===== config.mk =====
export PLATFORM = sky130hd
export DESIGN_NAME = irtx_top
export DESIGN_NICKNAME = d
export VERILOG_FILES = /design/src/rtl/irtx_pkg.sv /design/src/rtl/irtx_prescaler.sv /design/src/rtl/irtx_ctrl.sv /design/src/rtl/irtx_wavegen.sv /design/src/rtl/irtx_top.sv
export SDC_FILE = /design/constraint.sdc
export NUM_CORES = 1
export LEC_CHECK = 0
export BUFFER_PORTS_ARGS = -buffer_cell sky130_fd_sc_hd__buf_4
export CORE_UTILIZATION = 45
export DETAILED_ROUTE_END_ITERATION = 10
export GPL_TIMING_DRIVEN = 0
export PLACE_DENSITY_LB_ADDON = 0.1
export SYNTH_ARGS = -nofsm -noshare
export SYNTH_HDL_FRONTEND = slang
export SYNTH_SLANG_ARGS = --single-unit

===== constraint.sdc =====
create_clock -name clk -period 3.77 [get_ports clk]
set_clock_uncertainty 0.05 [all_clocks]
set_input_delay 0 -clock clk [delete_from_list [all_inputs] [get_ports clk]]
set_output_delay 0 -clock clk [all_outputs]
set_load 0.05 [all_outputs]

===== src/rtl/irtx_pkg.sv =====
package irtx_pkg;

    typedef enum logic [1:0] {
        MODE_OFF  = 2'd0,
        MODE_STOP = 2'd1,
        MODE_RUN  = 2'd2
    } mode_e;

    typedef enum logic [1:0] {
        CLR_IDLE = 2'd0,
        CLR_ARM  = 2'd1,
        CLR_FIRE = 2'd2
    } clr_e;

    localparam logic [1:0] ADDR_CTRL = 2'd0;
    localparam logic [1:0] ADDR_CLK  = 2'd1;
    localparam logic [1:0] ADDR_CAR  = 2'd2;
    localparam logic [1:0] ADDR_LEN  = 2'd3;

    localparam int B_EN   = 0;
    localparam int B_SWR  = 1;
    localparam int B_INV  = 2;
    localparam int B_RUN  = 3;
    localparam int B_CRST = 4;

    // sources 1 and 3 are the slow ones
    function automatic logic src_is_slow(input logic [1:0] s);
        return s[0];
    endfunction

endpackage


===== src/rtl/irtx_prescaler.sv =====
module irtx_prescaler
    import irtx_pkg::*;
#(
    parameter int DIV_W = 4
) (
    input  logic             clk,
    input  logic             rst_n,
    input  logic             active,
    input  logic [3:0]       src_tick,
    input  logic [1:0]       src,
    input  logic [DIV_W-1:0] div,
    output logic             tick
);
    localparam int PRE_W = (1 << DIV_W) - 1;

    logic [DIV_W-1:0] exp_sel;
    logic [PRE_W-1:0] limit;
    logic [PRE_W-1:0] cnt_q;
    logic             tick_q;
    logic             sel;

    always_comb begin
        exp_sel = (src_is_slow(src) && (div == '1)) ? '0 : div;
        limit   = PRE_W'((32'd1 << exp_sel) - 32'd1);
        sel     = src_tick[src];
    end

    always_ff @(posedge clk or negedge rst_n) begin
        if (!rst_n) begin
            cnt_q  <= '0;
            tick_q <= 1'b0;
        end else begin
            tick_q <= 1'b0;
            if (!active) begin
                cnt_q <= '0;
            end else if (sel) begin
                if (cnt_q == limit) begin
                    cnt_q  <= '0;
                    tick_q <= 1'b1;
                end else begin
                    cnt_q <= cnt_q + 1'b1;
                end
            end
        end
    end

    assign tick = tick_q;
endmodule


===== src/rtl/irtx_ctrl.sv =====
module irtx_ctrl
    import irtx_pkg::*;
#(
    parameter int DATA_W   = 16,
    parameter int CAR_W    = 8,
    parameter int LEN_W    = 16,
    parameter int DIV_W    = 4,
    parameter int SLOW_MAX = 8
) (
    input  logic              clk,
    input  logic              rst_n,
    input  logic              wr_en,
    input  logic [1:0]        wr_addr,
    input  logic [DATA_W-1:0] wr_data,
    output mode_e             mode,
    output logic              inv,
    output logic [1:0]        src,
    output logic [DIV_W-1:0]  div,
    output logic [CAR_W-1:0]  hi,
    output logic [CAR_W-1:0]  per,
    output logic [LEN_W-1:0]  len,
    output logic              crst_req,
    output logic              swr
);
    localparam logic [DIV_W-1:0] SLOW_CODE = DIV_W'(SLOW_MAX);

    mode_e            mode_q, mode_d;
    logic             ctrl_wr, clk_wr, car_wr, len_wr, clk_ok;
    logic [1:0]       new_src;
    logic [DIV_W-1:0] new_div;

    always_comb begin
        ctrl_wr = wr_en && (wr_addr == ADDR_CTRL);
        clk_wr  = wr_en && (wr_addr == ADDR_CLK);
        car_wr  = wr_en && (wr_addr == ADDR_CAR);
        len_wr  = wr_en && (wr_addr == ADDR_LEN);
        new_src = wr_data[1:0];
        new_div = wr_data[DIV_W+3:4];
        clk_ok  = clk_wr && (mode_q == MODE_OFF) &&
                  (!src_is_slow(new_src) || (new_div <= SLOW_CODE) || (new_div == '1));
    end

    // mode transitions on control writes
    always_comb begin
        mode_d = mode_q;
        unique case (mode_q)
            MODE_OFF: begin
                if (ctrl_wr && wr_data[B_EN])
                    mode_d = wr_data[B_RUN] ? MODE_RUN : MODE_STOP;
            end
            MODE_STOP: begin
                if (ctrl_wr)
                    mode_d = !wr_data[B_EN] ? MODE_OFF :
                             (wr_data[B_RUN] ? MODE_RUN : MODE_STOP);
            end
            MODE_RUN: begin
                if (ctrl_wr)
                    mode_d = !wr_data[B_EN] ? MODE_OFF :
                             (wr_data[B_RUN] ? MODE_RUN : MODE_STOP);
            end
            default: mode_d = MODE_OFF;
        endcase
    end

    always_ff @(posedge clk or negedge rst_n) begin
        if (!rst_n) begin
            mode_q   <= MODE_OFF;
            inv      <= 1'b0;
            src      <= '0;
            div      <= '0;
            hi       <= '0;
            per      <= '0;
            len      <= '0;
            crst_req <= 1'b0;
            swr      <= 1'b0;
        end else begin
            mode_q   <= mode_d;
            crst_req <= ctrl_wr && wr_data[B_CRST] && !wr_data[B_SWR] &&
                        (mode_q != MODE_OFF);
            swr      <= ctrl_wr && wr_data[B_SWR];
            if (ctrl_wr) inv <= wr_data[B_INV];
            if (clk_ok) begin
                src <= new_src;
                div <= new_div;
            end
            if (car_wr) begin
                hi  <= wr_data[CAR_W-1:0];
                per <= wr_data[2*CAR_W-1:CAR_W];
            end
            if (len_wr) len <= wr_data[LEN_W-1:0];
        end
    end

    assign mode = mode_q;
endmodule


===== src/rtl/irtx_wavegen.sv =====
module irtx_wavegen
    import irtx_pkg::*;
#(
    parameter int CAR_W = 8,
    parameter int LEN_W = 16
) (
    input  logic             clk,
    input  logic             rst_n,
    input  logic             tick,
    input  logic             running,
    input  logic             crst_req,
    input  logic             swr,
    input  logic [CAR_W-1:0] hi,
    input  logic [CAR_W-1:0] per,
    input  logic [LEN_W-1:0] len,
    output logic             busy,
    output logic             raw
);
    clr_e             clr_q, clr_d;
    logic             wipe;
    logic [CAR_W-1:0] ccnt_q;
    logic [LEN_W-1:0] dcnt_q;
    logic             gate_q;

    always_comb begin
        clr_d = clr_q;
        if (swr) begin
            clr_d = CLR_IDLE;
        end else begin
            unique case (clr_q)
                CLR_IDLE: if (crst_req) clr_d = CLR_ARM;
                CLR_ARM:  if (tick)     clr_d = CLR_FIRE;
                CLR_FIRE: if (tick)     clr_d = CLR_IDLE;
                default:                clr_d = CLR_IDLE;
            endcase
        end
        wipe = (clr_q == CLR_FIRE) && tick && !swr;
    end

    always_ff @(posedge clk or negedge rst_n) begin
        if (!rst_n) clr_q <= CLR_IDLE;
        else        clr_q <= clr_d;
    end

    always_ff @(posedge clk or negedge rst_n) begin
        if (!rst_n) begin
            ccnt_q <= '0;
            dcnt_q <= '0;
            gate_q <= 1'b1;
        end else if (wipe) begin
            ccnt_q <= '0;
            dcnt_q <= '0;
            gate_q <= 1'b1;
        end else if (tick && running) begin
            ccnt_q <= (ccnt_q == per) ? '0 : ccnt_q + 1'b1;
            if (dcnt_q == len) begin
                dcnt_q <= '0;
                gate_q <= !gate_q;
            end else begin
                dcnt_q <= dcnt_q + 1'b1;
            end
        end
    end

    always_comb begin
        busy = (clr_q != CLR_IDLE);
        raw  = running && gate_q && (ccnt_q < hi);
    end
endmodule


===== src/rtl/irtx_top.sv =====
module irtx_top
    import irtx_pkg::*;
#(
    parameter int DATA_W   = 16,
    parameter int CAR_W    = 8,
    parameter int LEN_W    = 16,
    parameter int DIV_W    = 4,
    parameter int SLOW_MAX = 8
) (
    input  logic              clk,
    input  logic              rst_n,
    input  logic [3:0]        src_tick,
    input  logic              wr_en,
    input  logic [1:0]        wr_addr,
    input  logic [DATA_W-1:0] wr_data,
    output logic              ir_out,
    output logic              stat_en,
    output logic              stat_run,
    output logic              stat_busy,
    output logic              stat_inv,
    output logic [1:0]        cfg_src,
    output logic [DIV_W-1:0]  cfg_div
);
    mode_e            mode;
    logic             inv, crst_req, swr, div_tick, raw, busy;
    logic [1:0]       src;
    logic [DIV_W-1:0] div;
    logic [CAR_W-1:0] hi, per;
    logic [LEN_W-1:0] len;

    irtx_ctrl #(
        .DATA_W(DATA_W), .CAR_W(CAR_W), .LEN_W(LEN_W),
        .DIV_W(DIV_W), .SLOW_MAX(SLOW_MAX)
    ) u_ctrl (
        .clk(clk), .rst_n(rst_n), .wr_en(wr_en), .wr_addr(wr_addr),
        .wr_data(wr_data), .mode(mode), .inv(inv), .src(src), .div(div),
        .hi(hi), .per(per), .len(len), .crst_req(crst_req), .swr(swr)
    );

    irtx_prescaler #(.DIV_W(DIV_W)) u_pre (
        .clk(clk), .rst_n(rst_n), .active(mode != MODE_OFF),
        .src_tick(src_tick), .src(src), .div(div), .tick(div_tick)
    );

    irtx_wavegen #(.CAR_W(CAR_W), .LEN_W(LEN_W)) u_wave (
        .clk(clk), .rst_n(rst_n), .tick(div_tick),
        .running(mode == MODE_RUN), .crst_req(crst_req), .swr(swr),
        .hi(hi), .per(per), .len(len), .busy(busy), .raw(raw)
    );

    always_comb begin
        ir_out    = raw ^ inv;
        stat_en   = (mode != MODE_OFF);
        stat_run  = (mode == MODE_RUN);
        stat_busy = busy;
        stat_inv  = inv;
        cfg_src   = src;
        cfg_div   = div;
    end
endmodule


After elaboration in Yosys (flattened, before gate mapping)
Index checks and enable logic that the tools add are counted.
{"block": "word_totals", "ff_bits": 86, "out_inout_bits": 11}
{"block": "classes", "add_sub_neg": 4, "n_lt_le_gt_ge": 3, "n_eq_ne": 18, "shifts": 1, "n_mux": 28, "n_bitwise": 1, "reduce_logical": 34}
{"op": "16-bit two-way mux", "count": 3}
{"op": "15-bit two-way mux", "count": 3}
{"op": "8-bit two-way mux", "count": 3}
{"op": "1-bit logical AND", "count": 17}
{"op": "16-bit by 1-bit adder with 16-bit output (second input constant)", "count": 1}
{"op": "16-bit equality test", "count": 1}
{"op": "2-bit two-way mux", "count": 8}
{"op": "15-bit by 1-bit adder with 15-bit output (second input constant)", "count": 1}
{"op": "15-bit equality test", "count": 1}
{"op": "1-bit by 4-bit << shifter with 15-bit output (first input constant)", "count": 1}
{"op": "15-bit by 1-bit subtractor with 15-bit output (second input constant)", "count": 1}
{"op": "3-bit != test (second input constant)", "count": 3}
{"op": "8-bit by 1-bit adder with 8-bit output (second input constant)", "count": 1}
{"op": "2-bit equality test (second input constant)", "count": 4}
{"op": "4-bit equality test (second input constant)", "count": 2}
{"op": "8-bit equality test", "count": 1}
{"op": "8-bit < comparator", "count": 1}
{"op": "2-bit nonzero test", "count": 4}
{"op": "1-bit two-way mux", "count": 7}
{"op": "2-bit by 1-bit equality test with 1-bit output (second input constant)", "count": 3}
{"op": "2-bit zero test", "count": 3}
{"op": "2-bit one-hot mux with 3 select lines", "count": 1}
{"op": "4-bit less-or-equal comparator (second input constant)", "count": 1}
{"op": "1-bit zero test", "count": 4}
{"op": "other kinds (11)", "count": 14}

Logic depth before layout (Yosys ltp)
{"block": "depth", "word_depth": 9, "mapped_depth": 13, "depth_no_buf": 9}

Modules after synthesis
A second synthesis with hierarchy kept.
{"block": "hier_totals", "hier_cells": 522, "area_unflattened_um2": 5171.2}
{"mod": "irtx_wavegen", "n_inst": 1, "cells_each": 210, "area_each_um2": 1860.5, "seq_area_each_um2": 676.9}
{"mod": "irtx_ctrl", "n_inst": 1, "cells_each": 111, "area_each_um2": 1735.4, "seq_area_each_um2": 1076.0}
{"mod": "irtx_prescaler", "n_inst": 1, "cells_each": 198, "area_each_um2": 1554.0, "seq_area_each_um2": 400.4}
{"mod": "irtx_top", "n_inst": 1, "cells_each": 3, "area_each_um2": 21.3, "seq_area_each_um2": 0.0}

Least setup slack after synthesis
Ideal clock, no wire load.
{"block": "synth_timing", "path_type": "reg-to-reg", "from": "register u_ctrl.div[1]", "to": "register u_pre.cnt_q[1]", "t_arrival_ns": 3.268, "required_time_ns": 3.573, "setup_slack_ns": 0.305, "stages_incl_launch_ff": 13, "path_buffers": 3, "synth_period_minus_slack_ns": 3.465, "path_cell_list": "dfrtp_1 -> clkbuf_1 -> buf_2 -> nor3_1 -> nand2_1 -> ha_1 -> buf_6 -> or4b_1 -> a211o_1 -> o211ai_2 -> o2111ai_4 -> nor4_4 -> o32ai_1"}
{"block": "synth_between", "elab_chain_cells": 9}
{"item": "start, declared", "line_no": "irtx_ctrl.sv:18", "rtl": "output logic [DIV_W-1:0] div,"}
{"item": "start signal, assigned", "line_no": "irtx_ctrl.sv:84", "rtl": "div <= new_div;"}
{"item": "4-bit equality test", "line_no": "irtx_prescaler.sv:23", "rtl": "exp_sel = (src_is_slow(src) && (div == '1)) ? '0 : div;"}
{"item": "1-bit logical AND", "line_no": "irtx_prescaler.sv:23"}
{"item": "4-bit two-way mux *", "line_no": "irtx_prescaler.sv:23"}
{"item": "1-bit by 4-bit << shifter with 15-bit output *", "line_no": "irtx_prescaler.sv:24", "rtl": "limit = PRE_W'((32'd1 << exp_sel) - 32'd1);"}
{"item": "15-bit by 1-bit subtractor with 15-bit output *", "line_no": "irtx_prescaler.sv:24"}
{"item": "15-bit equality test *", "line_no": "irtx_prescaler.sv:37", "rtl": "if (cnt_q == limit) begin"}
{"item": "15-bit two-way mux *", "line_no": "irtx_prescaler.sv:37"}
{"item": "15-bit two-way mux *", "line_no": "irtx_prescaler.sv:36", "rtl": "end else if (sel) begin"}
{"item": "15-bit two-way mux *", "line_no": "irtx_prescaler.sv:34", "rtl": "if (!active) begin"}
{"item": "end signal, assigned", "line_no": "irtx_prescaler.sv:41", "rtl": "cnt_q <= cnt_q + 1'b1;"}
{"item": "end, declared", "line_no": "irtx_prescaler.sv:18", "rtl": "logic [PRE_W-1:0] cnt_q;"}
Every way passes the cells marked *; elsewhere a longest branch is shown, timed or not. The select of a mux whose other input is x is not followed.
A chain may end at the register's enable or synchronous reset.

Final worst setup path
{"block": "layout_timing", "from": "register u_ctrl.div[0]", "to": "register u_pre.cnt_q[0]"}
The elaborated chain is that of the path after synthesis.

==> flow_summary.ini <==
[cts]
cts_buffers = 9
clkTransAtPathRegs_ps = 60
clockBufferDepth = 2
cts_num_sinks = 86
root_buffer = clkbuf_16
h-tree-depth = 3
cts-resized-gates = 0
insertion_delay_ps = 340
cts_tree = yes

[drt]
drt_iter0_drc = 278
drc = 0
vias_per_cell = 5.72
wire_per_inst_um = 17.3
vias = 4161
wirelength_um = 12600
ant_nets = 0
dr.pass1.iters = 5

[timing]
layout_setup_ws_ps = 175
setup-tns-final_ps = 0
report.final.slew_viol_count = 0
fin_crit_sh_pct = 95.4
finalSetupViolCount = 0
tightest_slew_ps = 1090
hold_violations = 0
clock.fmax_mhz = 278
grt_setup_unrepaired = false
maxSlewHeadroom_pct = 27.4
finalCriticalPeriod_ps = 3600

[run]
drv_cap = 0

[worst_setup_path]
crit_fanout = 10
r2r-start = u_ctrl.div[0]
start_kind = flop
worstSetupPathType = reg2reg
crit_path_cell_trace = clkbuf_1 -> and4_1 -> a21oi_1 -> ha_1 -> buf_6 -> or4b_1 -> a211o_1 -> o211ai_2 -> o2111ai_4 -> nor4_4 -> buf_4 -> o22ai_1
slowest_stage = or4b_1
arrival_ps = 3740
crit_path_start = u_ctrl.div[0]
critPathMaxStageDelay_ps = 550
path_buf_inv = 3
worst_ep_required_time_ps = 3910
cpLargestDelayFamily = simple AND/OR/NAND/NOR gates
worst_setup_path_end_kind = flop

[final_layout]
final_util_pct = 55.2
nets = 621
drive_gt1_share_pct = 17.4
syn2layout_area_growth_pct = 18.5
final_area_mm2 = 0.00603
diodes = 0

[grt]
grt_pass1_vias = 4002
grt_use_total_pct = 23.5
grt_pass1_wl_um = 20900
gr-total-overflow = 0
grt_max_degree = 87
grt_antenna_before_repair = 0

[die]
pin_count = 36
rows = 38
die_area_mm2 = 0.0117
die_y_um = 108
die_x_um = 108
core_area_mm2 = 0.0109
start_util_pct = 46.6

[power_and_ir_drop]
power_leakage_nw = 2.52
ir_drop_mv = 0.472
powerDensity_mw_per_mm2 = 579

[synthesis]
synth_nets = 554
async_flop_share_pct = 100
synthFlopType = dfrtp_1
syn_area_mm2 = 0.00509
synth_seq_area_share_pct = 42.3
synth_area_leaders = dfrtp_1 42%, mux2_2 8.2%, xnor2_1 5.8%
synth-edff-count = 0
yosysMostFrequentCell = dfrtp_1
ys_warn_count = 0
yosysTopAreaCellShare_pct = 41.8
synth_cells = 515
ys_seq_elements = 86
synthTopCellsByCount = 85 x dfrtp_1, 37 x mux2_2, 35 x nand2_1
synth_top_area_cell = dfrtp_1
syn_area_per_cell_um2 = 9.89
ys_types = 59

[placement]
hpwl_um = 9030
placed_area_mm2 = 0.00553
gp_congestion = 0.913
pre_cts_ws_ps = 0.461
port_buffers = 35

[run_status]
status = complete, no violations

[min_path]
min-delay-start = wr_addr[1]
min_path_type = in2reg
-- where the power goes --
part	switching, mW	total [mW]	internal, mW
Clock	0.372	0.889	0.517
Sequential	0.121	1.16	1.04
Combinational	0.903	1.44	0.537
Total	1.40	3.49	2.10
-- layout make-up --
class                           count  area, um2
Clock inverter                      5       60.1
Multi-Input combinational cell    380       2740
Buffer                             26        111
Timing Repair Buffer               57        478
Clock buffer                       11        233
Tap cell                          140        175
Fill cell                         996       4900
Inverter                           22       82.6
Sequential cell                    86       2150
-- sequential cells by signal, indices dropped and copies added (netlist names), 2 cells and up --
| register | cells |
|---|---|
| u_ctrl.per | 8 |
| u_ctrl.src | 2 |
| u_ctrl.mode | 2 |
| u_pre.cnt_q | 15 |
| u_wave.dcnt_q | 16 |
| u_wave.ccnt_q | 8 |
| u_ctrl.hi | 8 |
| u_ctrl.div | 4 |
| u_wave.clr_q | 2 |
| u_ctrl.len | 16 |
-- through the flow --
| stage | cells | power (mW) | hold WS, ps |
|---|---|---|---|
| 2_1_floorplan | 515 | 2.21 | -346 |
| 3_3_place_gp | 690 | 2.57 | 171 |
| 3_5_place_dp | 690 | 2.60 | 173 |
| 4_1_cts | 726 | 3.51 | 36.1 |
| 5_1_grt | 727 | 3.69 | 59.4 |
| 6_report | 727 | 3.49 | 46.0 |
-- layer usage --
metal	up-vias	GRT usage, %	wire (um)
met5	-	0	0
met4	0	6.66	124
met3	10	3.86	558
met2	89	34.1	5480
met1	2052	35.7	6440
li1	2010	-	-
-- kinds of logic (layout without fill, tap and decap cells) --
| kind of cell | count (synthesis) | count (layout) | synth area share [%] |
|---|---|---|---|
| AND/OR/NAND/NOR | 172 | 172 | 19.1 |
| adder cells (fa/ha/maj) | 14 | 14 | 3.44 |
| buffers and inverters | 49 | 121 | 3.88 |
| flip-flops | 86 | 86 | 42.3 |
| multiplexers | 39 | 39 | 8.82 |
| AO/OA/AOI/OAI | 108 | 108 | 14.4 |
| XOR/XNOR | 47 | 47 | 8.08 |
-- worst paths after layout --
path	endpoint	slack, ps	cells past startpoint
max	u_pre.cnt_q[0]	170	12
min	u_ctrl.inv	50	3
max reg2reg	u_pre.cnt_q[0]	170	12
min reg2reg	u_wave.clr_q[1]	440	1
max in group asynchronous	u_ctrl.mode[1]	2620	2
min in group asynchronous	u_wave.dcnt_q[11]	330	2
-- tightest hold or removal path, delay by kind of cell --
family	cells	cell delay, ps
buffers and inverters	1	100
multiplexers	1	220
AND/OR/NAND/NOR	1	80
-- placed cells by master, fill, tap and decap left out, types with 3 or more instances in the layout --
master / netlist / routed
ha_1: 14 / 14
nand3_1: 30 / 30
nor3b_1: 3 / 3
a211oi_1: 14 / 14
buf_4: 0 / 37
a31oi_1: 3 / 3
nor2_1: 23 / 23
clkbuf_16: 0 / 9
inv_1: 22 / 22
and2_1: 4 / 4
nor3_1: 7 / 7
xor2_1: 13 / 13
o211ai_1: 3 / 3
and3_1: 13 / 13
clkbuf_1: 21 / 22
a21o_1: 5 / 5
o21ai_0: 31 / 31
or3_1: 3 / 3
nand4b_1: 3 / 3
buf_2: 5 / 5
dlygate4sd3_1: 0 / 20
nand4_1: 16 / 16
a21oi_1: 18 / 18
a211o_1: 4 / 4
and4_1: 7 / 7
nand2b_1: 9 / 9
dfrtp_1: 85 / 85
nand3b_1: 3 / 3
mux2_2: 37 / 37
nand2_1: 35 / 35
xnor2_1: 34 / 34
o21a_1: 7 / 7
-- repair_timing --
action / 4_1_cts / 5_1_grt
pin swaps: 1 / 2
hold endpoints to repair: 128 / 0
hold buffers: 20 / 0
setup buffers: 0 / 2
endpoints found under the setup margin: 1 / 16
Power figures use the tool's default switching activity.
